[config.mk]
export PLATFORM = sky130hd
export DESIGN_NAME = dram_refresh_seq
export DESIGN_NICKNAME = d
export VERILOG_FILES = /design/src/rtl/dram_rfsh_pkg.sv /design/src/rtl/rfsh_phase_timer.sv /design/src/rtl/rfsh_grant_cnt.sv /design/src/rtl/rfsh_pacer.sv /design/src/rtl/dram_refresh_seq.sv
export SDC_FILE = /design/constraint.sdc
export NUM_CORES = 1
export LEC_CHECK = 0
export BUFFER_PORTS_ARGS = -buffer_cell sky130_fd_sc_hd__buf_2
export CORE_MARGIN = 3
export CORE_UTILIZATION = 40
export DETAILED_ROUTE_END_ITERATION = 8
export GPL_ROUTABILITY_DRIVEN = 0
export PLACE_DENSITY = 0.54
export SLEW_MARGIN = 20
export SYNTH_ARGS = -nofsm -noshare
export SYNTH_HDL_FRONTEND = slang
export SYNTH_SLANG_ARGS = --single-unit
export TNS_END_PERCENT = 1
[constraint.sdc]
create_clock -name clk -period 1.87 [get_ports clk]
set_input_delay 0.0935 -clock clk [delete_from_list [all_inputs] [get_ports clk]]
set_output_delay 0.0935 -clock clk [all_outputs]
set_load 0.02 [all_outputs]
[src/rtl/dram_rfsh_pkg.sv]
package dram_rfsh_pkg;

   typedef enum logic [2:0] {
      ST_PWRUP    = 3'd0,
      ST_INIT     = 3'd1,
      ST_RUN      = 3'd2,
      ST_SR_ENTRY = 3'd3,
      ST_SR_HOLD  = 3'd4,
      ST_SR_IDLE  = 3'd5,
      ST_SR_EXIT  = 3'd6,
      ST_BURST    = 3'd7
   } seq_state_e;

   // picoseconds to whole cycles, truncating (deadline-type intervals)
   function automatic longint ps_to_cyc_floor(longint span_ps, longint clk_ps);
      return span_ps / clk_ps;
   endfunction

   // picoseconds to whole cycles, rounding up (minimum-time constraints)
   function automatic longint ps_to_cyc_ceil(longint span_ps, longint clk_ps);
      return (span_ps + clk_ps - 1) / clk_ps;
   endfunction

   function automatic int unsigned max3(int unsigned a, int unsigned b, int unsigned c);
      int unsigned m;
      m = (a > b) ? a : b;
      return (m > c) ? m : c;
   endfunction

endpackage

[src/rtl/rfsh_phase_timer.sv]
module rfsh_phase_timer #(
   parameter int unsigned W = 8
) (
   input  logic         clk,
   input  logic         rst_n,
   input  logic         clr,
   output logic [W-1:0] elapsed
);
   localparam logic [W-1:0] TOP = '1;

   always_ff @(posedge clk) begin
      if (!rst_n || clr)       elapsed <= '0;
      else if (elapsed != TOP) elapsed <= elapsed + 1'b1;
   end

   p_timer_steps_r1: assert property (@(posedge clk) disable iff (!rst_n)
      (!clr && elapsed != TOP) |=> elapsed == $past(elapsed) + 1'b1);
endmodule

[src/rtl/rfsh_grant_cnt.sv]
module rfsh_grant_cnt #(
   parameter int unsigned W = 4
) (
   input  logic         clk,
   input  logic         rst_n,
   input  logic         clr,
   input  logic         inc,
   output logic [W-1:0] count
);
   always_ff @(posedge clk) begin
      if (!rst_n || clr) count <= '0;
      else if (inc)      count <= count + 1'b1;
   end

   p_count_holds_r2: assert property (@(posedge clk) disable iff (!rst_n)
      (!clr && !inc) |=> $stable(count));
endmodule

[src/rtl/rfsh_pacer.sv]
module rfsh_pacer #(
   parameter int unsigned INTV = 1562
) (
   input  logic clk,
   input  logic rst_n,
   input  logic en,
   input  logic gnt,
   output logic pend,
   output logic missed
);
   localparam int unsigned CW = $clog2(INTV + 1);
   localparam logic [CW-1:0] LAST = CW'(INTV - 1);

   logic [CW-1:0] cnt_q;
   logic          tick;

   generate
      if (INTV < 2) begin : g_bad_intv
         $error("refresh interval must be at least two cycles");
      end
   endgenerate

   assign tick = en && (cnt_q == LAST);

   always_ff @(posedge clk) begin
      if (!rst_n || !en) cnt_q <= '0;
      else if (tick)     cnt_q <= '0;
      else               cnt_q <= cnt_q + 1'b1;
   end

   always_ff @(posedge clk) begin
      if (!rst_n || !en) pend <= 1'b0;
      else               pend <= (pend && !gnt) || tick;
   end

   always_ff @(posedge clk) begin
      if (!rst_n)                      missed <= 1'b0;
      else if (tick && pend && !gnt)   missed <= 1'b1;
   end

   p_req_held_r4: assert property (@(posedge clk) disable iff (!rst_n)
      (en && pend && !gnt) |=> (pend || !en));
   p_missed_sticky_r5: assert property (@(posedge clk) disable iff (!rst_n)
      missed |=> missed);
   p_quiet_when_off_r10: assert property (@(posedge clk) disable iff (!rst_n)
      !en |=> !pend);
endmodule

[src/rtl/dram_refresh_seq.sv]
module dram_refresh_seq
   import dram_rfsh_pkg::*;
#(
   parameter int unsigned CLK_PERIOD_PS = 10000,
   parameter int unsigned POWERUP_NS    = 200000,
   parameter int unsigned INIT_CYCLES   = 8,
   parameter int unsigned ROWS          = 512,
   parameter int unsigned RETENTION_NS  = 8000000,
   parameter int unsigned TRASS_NS      = 100000,
   parameter int unsigned TRPS_NS       = 110,
   parameter bit          EXIT_BURST    = 1'b1
) (
   input  logic clk,
   input  logic rst_n,
   input  logic ref_gnt,
   input  logic sr_enter_req,
   input  logic sr_exit_req,
   output logic ref_req,
   output logic mem_ready,
   output logic refresh_missed,
   output logic sr_keep_low,
   output logic sr_exit_ok
);
   localparam longint PWR_L   = ps_to_cyc_ceil(longint'(POWERUP_NS) * 1000, CLK_PERIOD_PS);
   localparam longint TRASS_L = ps_to_cyc_ceil(longint'(TRASS_NS) * 1000, CLK_PERIOD_PS);
   localparam longint TRPS_L  = ps_to_cyc_ceil(longint'(TRPS_NS) * 1000, CLK_PERIOD_PS);
   localparam longint INTV_L  = ps_to_cyc_floor((longint'(RETENTION_NS) * 1000) / ROWS,
                                                CLK_PERIOD_PS);
   localparam int unsigned PWR_CYC   = (PWR_L   < 1) ? 1 : int'(PWR_L);
   localparam int unsigned TRASS_CYC = (TRASS_L < 1) ? 1 : int'(TRASS_L);
   localparam int unsigned TRPS_CYC  = (TRPS_L  < 1) ? 1 : int'(TRPS_L);
   localparam int unsigned INTV_CYC  = int'(INTV_L);
   localparam int unsigned TMAX      = max3(PWR_CYC, TRASS_CYC, TRPS_CYC);
   localparam int unsigned TW        = $clog2(TMAX + 1);
   localparam int unsigned GMAX      = (INIT_CYCLES > ROWS) ? INIT_CYCLES : ROWS;
   localparam int unsigned GW        = $clog2(GMAX + 1);
   localparam logic [TW-1:0] PWR_LAST   = TW'(PWR_CYC - 1);
   localparam logic [TW-1:0] TRASS_LAST = TW'(TRASS_CYC - 1);
   localparam logic [TW-1:0] TRPS_LAST  = TW'(TRPS_CYC - 1);
   localparam logic [GW-1:0] INIT_LAST  = GW'(INIT_CYCLES - 1);
   localparam logic [GW-1:0] ROWS_LAST  = GW'(ROWS - 1);

   generate
      if (CLK_PERIOD_PS == 0) begin : g_bad_clk
         $error("clock period must be non-zero");
      end
      if (INIT_CYCLES < 1) begin : g_bad_init
         $error("at least one initialization cycle is required");
      end
      if (ROWS < 1) begin : g_bad_rows
         $error("row count must be non-zero");
      end
   endgenerate

   seq_state_e    state_q, state_d, exit_target;
   logic [TW-1:0] phase_t;
   logic [GW-1:0] gcount;
   logic          phase_chg, grant_ok, run_pend;

   // variant: what follows the self-refresh exit pause
   generate
      if (EXIT_BURST) begin : g_exit_burst
         assign exit_target = ST_BURST;
      end else begin : g_exit_direct
         assign exit_target = ST_RUN;
      end
   endgenerate

   assign grant_ok  = ref_gnt && ref_req;
   assign phase_chg = (state_d != state_q);

   rfsh_phase_timer #(.W(TW)) u_timer (
      .clk     (clk),
      .rst_n   (rst_n),
      .clr     (phase_chg),
      .elapsed (phase_t)
   );

   rfsh_grant_cnt #(.W(GW)) u_gcnt (
      .clk   (clk),
      .rst_n (rst_n),
      .clr   (phase_chg),
      .inc   (grant_ok),
      .count (gcount)
   );

   rfsh_pacer #(.INTV(INTV_CYC)) u_pacer (
      .clk    (clk),
      .rst_n  (rst_n),
      .en     (state_q == ST_RUN),
      .gnt    (ref_gnt),
      .pend   (run_pend),
      .missed (refresh_missed)
   );

   always_comb begin
      state_d = state_q;
      unique case (state_q)
         ST_PWRUP:    if (phase_t == PWR_LAST)                 state_d = ST_INIT;
         ST_INIT:     if (grant_ok && gcount == INIT_LAST)     state_d = ST_RUN;
         ST_RUN:      if (sr_enter_req)                        state_d = ST_SR_ENTRY;
         ST_SR_ENTRY: if (grant_ok)                            state_d = ST_SR_HOLD;
         ST_SR_HOLD:  if (phase_t == TRASS_LAST)               state_d = ST_SR_IDLE;
         ST_SR_IDLE:  if (sr_exit_req)                         state_d = ST_SR_EXIT;
         ST_SR_EXIT:  if (phase_t == TRPS_LAST)                state_d = exit_target;
         ST_BURST:    if (grant_ok && gcount == ROWS_LAST)     state_d = ST_RUN;
         default:                                              state_d = ST_PWRUP;
      endcase
   end

   always_ff @(posedge clk) begin
      if (!rst_n) state_q <= ST_PWRUP;
      else        state_q <= state_d;
   end

   assign ref_req     = (state_q == ST_INIT) || (state_q == ST_SR_ENTRY) ||
                        (state_q == ST_BURST) || ((state_q == ST_RUN) && run_pend);
   assign mem_ready   = (state_q == ST_RUN);
   assign sr_keep_low = (state_q == ST_SR_ENTRY) || (state_q == ST_SR_HOLD) ||
                        (state_q == ST_SR_IDLE);
   assign sr_exit_ok  = (state_q == ST_SR_IDLE);

   p_quiet_pause_r1: assert property (@(posedge clk) disable iff (!rst_n)
      (state_q == ST_PWRUP) |-> (!ref_req && !mem_ready));
   p_ready_on_grant_r2: assert property (@(posedge clk) disable iff (!rst_n)
      ($rose(mem_ready) && $past(state_q == ST_INIT)) |-> $past(grant_ok));
   p_ready_excl_r6: assert property (@(posedge clk) disable iff (!rst_n)
      mem_ready |-> !sr_keep_low);
   p_min_low_r7: assert property (@(posedge clk) disable iff (!rst_n)
      $rose(sr_exit_ok) |-> ($past(phase_t) == TRASS_LAST));
   p_exit_quiet_r8: assert property (@(posedge clk) disable iff (!rst_n)
      (state_q == ST_SR_EXIT) |-> (!ref_req && !mem_ready && !sr_keep_low));
   p_no_req_held_r10: assert property (@(posedge clk) disable iff (!rst_n)
      (state_q == ST_SR_HOLD || state_q == ST_SR_IDLE) |-> !ref_req);
   p_burst_to_run_r9: assert property (@(posedge clk) disable iff (!rst_n)
      ($past(state_q == ST_BURST) && state_q == ST_RUN) |-> $past(grant_ok));
endmodule

==> results of run 1 <==
[final timing paths]
path	endpoint	from	cells past startpoint	slack, ns
min	u_pacer.pend	rst_n	3	0.09
max reg2reg	u_gcnt.count[1]	u_timer.elapsed[1]	8	-0.05
max	u_gcnt.count[1]	u_timer.elapsed[1]	8	-0.05
min reg2reg	u_pacer.cnt_q[0]	u_pacer.cnt_q[0]	1	0.48
[repair_timing]
action	CTS	global route
gates cloned	0	0
pin swaps	1	2
gates resized for setup	1	6
endpoints found under the setup margin	25	25
[per-stage QoR]
step | setup TNS (ns) | utilization (%)
floorplan | 0 | -
global placement | -0.5304 | 48.28
detailed placement | -1.191 | 48.28
CTS | -0.7784 | 50.05
global route | -3.884 | 50.56
finish | -1.012 | 50.56
[layer usage]
layer,vias up,global-route usage (%)
li1,979,-
met1,849,22.83
met2,31,26.04
met3,4,3.273
met4,0,4.639
met5,-,0
[final cells by class]
| type | count | share of cell area, % |
|---|---|---|
| well taps | 70 | 3.349 |
| clock buffers | 6 | 3.158 |
| multi-input cells | 209 | 49.90 |
| clock inverters | 1 | 0.2871 |
| flip-flops and latches | 41 | 31.58 |
| inverters | 5 | 0.7177 |
| repair buffers | 38 | 11.00 |
[cell usage in the layout (no fill, tap or decap), types with 3 or more instances in the layout]
cell type  count
nor3b_1        4
a31oi_1        3
o21ai_0        4
buf_2          9
clkbuf_8       6
nor2_1        48
xnor2_1       14
nand3_1       18
ha_1           4
dfxtp_2        4
inv_1          5
nand4_1        6
nor4b_1        3
and3_1         5
dfxtp_1       37
nor3_1         8
nand4b_1       3
nor4_1         4
buf_4         27
xor2_1        15
mux2i_1        3
nand2_1       38
[cells by family after synthesis]
kind of cell | after synthesis | synth area share, %
AO/OA/AOI/OAI | 22 | 7.945
XOR/XNOR | 29 | 11.69
adder cells (fa/ha/maj) | 5 | 2.879
buffers and inverters | 15 | 3.915
flip-flops | 41 | 37.77
multiplexers | 3 | 1.382
AND/OR/NAND/NOR | 150 | 34.43
[flip-flops by register name, summed over array words and instances, names as in the netlist]
name and count:
u_pacer.cnt_q 11, u_timer.elapsed 15, state_q 3, u_pacer.pend 1, u_gcnt.count 10, u_pacer.missed 1
[power breakdown]
group	switching (mW)	leakage, nW	internal (mW)
Clock	0.294	0.0433	0.292
Sequential	0.00491	0.332	0.879
Combinational	0.0306	0.693	0.0293
Total	0.330	1.07	1.20
[critical path: cells and delay by family (launching register included)]
kind / cells / cell delay [ns]
adder cells (fa/ha/maj): 1 / 0.13
AND/OR/NAND/NOR: 4 / 0.79
buffers and inverters: 1 / 0.17
flip-flops: 1 / 0.36
AO/OA/AOI/OAI: 2 / 0.36
[cells in the mapped netlist (4+ instances only)]
cell type / instances
nor2_1: 48
dfxtp_1: 41
nand2_1: 38
nand3_1: 18
xor2_1: 15
xnor2_1: 14
nor3_1: 9
nand4_1: 6
and3_1: 5
ha_1: 5
inv_1: 5
nor4_1: 5
nor3b_1: 4
nor4b_1: 4
o21ai_0: 4
==> results.txt, run 1 <==
top cell type's share of synthesized area -> 37.77%
# nets final -> 310
share of post-route cells with drive strength above 1 -> 21.00%
Clk Latency, worst-skew pair -> 0.29 ns
Slew HR -> 71.45%
# setup viols final -> 25
finished layout cell area -> 0.002615 sq mm
Slew Limit Fails -> 0
pre-CTS setup slack -> -0.05654 ns
met3 WL -> 118 um
RSZ-0062 raised after global routing -> true
Multi-input gate area -> 0.001305 sq mm
vias post-DR -> 1,863
post-CTS setup buffers -> 0
Top Ports -> 10
fraction of registers with async set/reset -> 0%
clk buf depth -> 2
largest cells by area after synthesis -> dfxtp_1, nor2_1, nand2_1
WP data arrival -> 2.10 ns
Iteration-0 DRC Markers -> 96
first-pass GRT wire length -> 8.480 mm
DIE AREA -> 0.006354 sq mm
critical path cell sequence -> ha_4 > nand4b_1 > or4b_4 > a21oi_2 > nor3_2 > a21oi_4 > buf_12 > nor3b_1
Chip Height -> 79.71 um
max-cap violations -> 0
clk sink count -> 41
CTS Root Cell -> clkbuf_8
Synth area leader -> dfxtp_1
Critical Path RT -> 2.05 ns
Worst Tran Pin Value -> 0.4270 ns
ys flop type -> dfxtp_1
DR top layer -> met4
CTS hold repair buffers -> 0
CTS tree -> done
VDD IR max -> 0.3044 mV
Synthesized Nets -> 275
worst hold path class -> input port to register
Post-Syn Instances -> 265
Worst Slack Setup Final -> -0.05187 ns
DR DRC count -> 0
DR WL met2 -> 2.070 mm
Critical Path Max Stage Delay -> 0.54 ns
outcome -> finished, violations left
Hold WS -> 0.09248 ns
min cycle time layout -> 1.922 ns
Worst Clk Skew -> 0.007269 ns
Fin. Hold Viols -> 0
Post-Syn Area -> 0.002173 sq mm
Core Region -> 0.005172 sq mm
Fillers -> 510
placed cell count -> 363
htree depth -> 2
Yosys warning total -> 0
Clock Pin Slew Worst Setup and Hold Paths -> 0.08 ns
port bufs -> 9
via/cell ratio -> 5.035
Site Rows -> 26
DR WL/cell -> 12.54 um
crit path max fanout -> 19
largest net degree at the start of global routing -> 20
DRT antenna net count -> 0
initial antenna violation count -> 0
Post-synth EDFFs -> 0
Crit Path Class -> register to register
Layout Cells excl Fill -> 370
Initial DRT Pass Iterations -> 4
sequential area share after synthesis -> 37.77%
Syn Area/Cell -> 8.201 sq um
ant diodes -> 0
final WL -> 4.639 mm
Global Route Usage Sum -> 16.52%
Yosys reg bits -> 41
Netlist cell types -> 43
Synth-to-Final Area Change -> 20.32%
met1 wire length -> 2.413 mm
Initial Util -> 42.02%
Area after DPL -> 0.002497 sq mm
vias in the first global route -> 1,843
leakage -> 1.069 nW
Detailed Place HPWL -> 3.436 mm
gr ovfl total -> 0
Tot Pwr -> 1.529 mW
CTS buffer count -> 5
endpoint class of the critical path -> register
Final Cycle Share -> 102.8%
Worst path slowest cell -> or4b_4
power density cells -> 584.9 mW/mm^2
Chip Width -> 79.71 um
failing checks -> negative setup slack
FF+latch area -> 825.8 sq um
startpoint types -> register
maximum clock rate -> 520.3 MHz
Power figures use the tool's default switching activity.
==> inputs of run 2 (changes only) <==
--- a/config.mk
+++ b/config.mk
@@ -7,10 +7,10 @@
 export LEC_CHECK = 0
 export BUFFER_PORTS_ARGS = -buffer_cell sky130_fd_sc_hd__buf_2
 export CORE_MARGIN = 3
-export CORE_UTILIZATION = 40
+export CORE_UTILIZATION = 56
 export DETAILED_ROUTE_END_ITERATION = 8
 export GPL_ROUTABILITY_DRIVEN = 0
-export PLACE_DENSITY = 0.54
+export PLACE_DENSITY = 0.7
 export SLEW_MARGIN = 20
 export SYNTH_ARGS = -nofsm -noshare
 export SYNTH_HDL_FRONTEND = slang
==> constraint.sdc (replaced) <==
create_clock -name clk -period 2.4 [get_ports clk]
set_input_delay 0.12 -clock clk [delete_from_list [all_inputs] [get_ports clk]]
set_output_delay 0.12 -clock clk [all_outputs]
set_load 0.02 [all_outputs]
==> results.txt, run 2 (synthesis results as in run 1) <==
CTS Root Cell -> clkbuf_8
htree depth -> 2
Global Route Usage Sum -> 19.75%
Synth-to-Final Area Change -> 8.923%
worst hold path class -> input port to register
Clk Latency, worst-skew pair -> 0.29 ns
share of post-route cells with drive strength above 1 -> 11.43%
final WL -> 4.087 mm
Chip Width -> 68.30 um
RSZ-0062 raised after global routing -> false
Total Neg Setup Slack -> 0 ns
critical path cell sequence -> nand2_1 > a31o_2 > nor2_1 > o32a_1 > a21oi_4 > buf_12 > nor4b_2
Worst Setup EP -> u_timer.elapsed[2]
initial antenna violation count -> 0
Largest register FFs -> 15
Reg with most FFs -> u_timer.elapsed
Worst Clk Skew -> 0.003842 ns
DIE AREA -> 0.004664 sq mm
largest registers -> u_timer.elapsed (15), u_pacer.cnt_q (11), u_gcnt.count (10)
port bufs -> 9
Core Region -> 0.003689 sq mm
outcome -> finished clean
Slew HR -> 66.61%
clk buf depth -> 2
first-pass GRT wire length -> 7.017 mm
Chip Height -> 68.30 um
post-CTS setup buffers -> 0
Clock Pin Slew Worst Setup and Hold Paths -> 0.08 ns
gr ovfl total -> 0
min cycle time layout -> 2.029 ns
DRT antenna net count -> 0
Worst path top cell family by delay -> simple AND/OR/NAND/NOR gates
# resized after CTS -> 0
# setup viols final -> 0
startpoint types -> register
end of the worst register-to-register path -> u_timer.elapsed[2]
Worst Tran Pin Value -> 0.4962 ns
hold_sp -> rst_n
R2R cell count -> 7
worst path bufs/invs -> 1
ant diodes -> 0
via/cell ratio -> 5.503
crit path max fanout -> 25
# nets final -> 289
endpoint class of the critical path -> register
max-cap violations -> 0
VDD IR max -> 0.3459 mV
power density cells -> 484.2 mW/mm^2
Initial DRT Pass Iterations -> 4
commonest non-fill, non-tap cell in the layout -> nor2_1
WP data arrival -> 2.24 ns
Site Rows -> 22
CTS tree -> done
DR WL/cell -> 12.46 um
Initial Util -> 58.92%
FF-to-FF Start -> state_q[1]
Detailed Place HPWL -> 2.908 mm
Core Util, Final -> 64.18%
Critical Path Max Stage Delay -> 0.48 ns
CTS hold repair buffers -> 0
Critical Path RT -> 2.61 ns
vias post-DR -> 1,805
CP Launch Point -> state_q[1]
R2R Setup Slk -> 0.37 ns
largest net degree at the start of global routing -> 26
Iteration-0 DRC Markers -> 98
Fin. Hold Viols -> 0
maximum clock rate -> 492.9 MHz
commonest cells after routing, fill and taps aside -> nor2_1, dfxtp_1, nand2_1
Slew Limit Fails -> 0
DR DRC count -> 0
Top Ports -> 10
vias in the first global route -> 1,601
leakage -> 0.9521 nW
Worst path slowest cell -> dfxtp_1
CTS buffer count -> 5
Final Cycle Share -> 84.53%
CP Depth -> 7
Crit Path Class -> register to register
clk sink count -> 41
run 2: cell types whose count changed in the layout (fill, tap and decap cells not counted), sizes merged:
| cell | change |
|---|---|
| clkinv | +2 |
| buf | -21 |
| clkinvlp | -1 |
run 2: layout make-up:
type	count	area, sq um
Clock buffer	6	72.57
Tap cell	48	60.06
Timing Repair Buffer	17	117.6
Fill cell	348	1321
Inverter	5	18.77
Clock inverter	2	10.01
Sequential cell	41	820.8
Multi-Input combinational cell	209	1267
run 2: worst min path at each step:
| stage | endpoint | cells after the start |
|---|---|---|
| global route | u_pacer.missed | 2 |
| global placement | u_pacer.missed | 2 |
| detailed placement | u_pacer.pend | 3 |
| floorplan | u_pacer.pend | 2 |
| CTS | u_pacer.pend | 3 |
| finish | u_pacer.missed | 2 |
run 2: power breakdown:
group | leakage (nW) | total (mW) | switching (mW) | internal, mW
logic | 0.576 | 0.0305 | 0.0176 | 0.0130
registers | 0.331 | 0.689 | 0.00515 | 0.684
clock network | 0.0450 | 0.426 | 0.225 | 0.201
run 2: metal layers:
| metal | vias up | wire length [um] | global-route usage [%] |
|---|---|---|---|
| li1 | 944 | - | - |
| met4 | 0 | 42 | 5.211 |
| met2 | 23 | 1846 | 32.37 |
| met5 | - | 0 | 0 |
| met3 | 5 | 128 | 4.926 |
| met1 | 833 | 2069 | 25.75 |
run 2: per-stage QoR:
step	cell area (sq um)	power [mW]	setup WS, ns	cells	hold WS, ns
after global routing	2367	1.203	0.1948	328	0.1178
after global placement	2285	0.7360	0.4090	320	0.4165
after detailed placement	2285	0.7359	0.4012	320	0.4213
after CTS	2367	1.166	0.3841	328	0.1117
after floorplan	2173	0.7259	0.4710	265	0.2361
final	2367	1.146	0.3713	328	0.1150
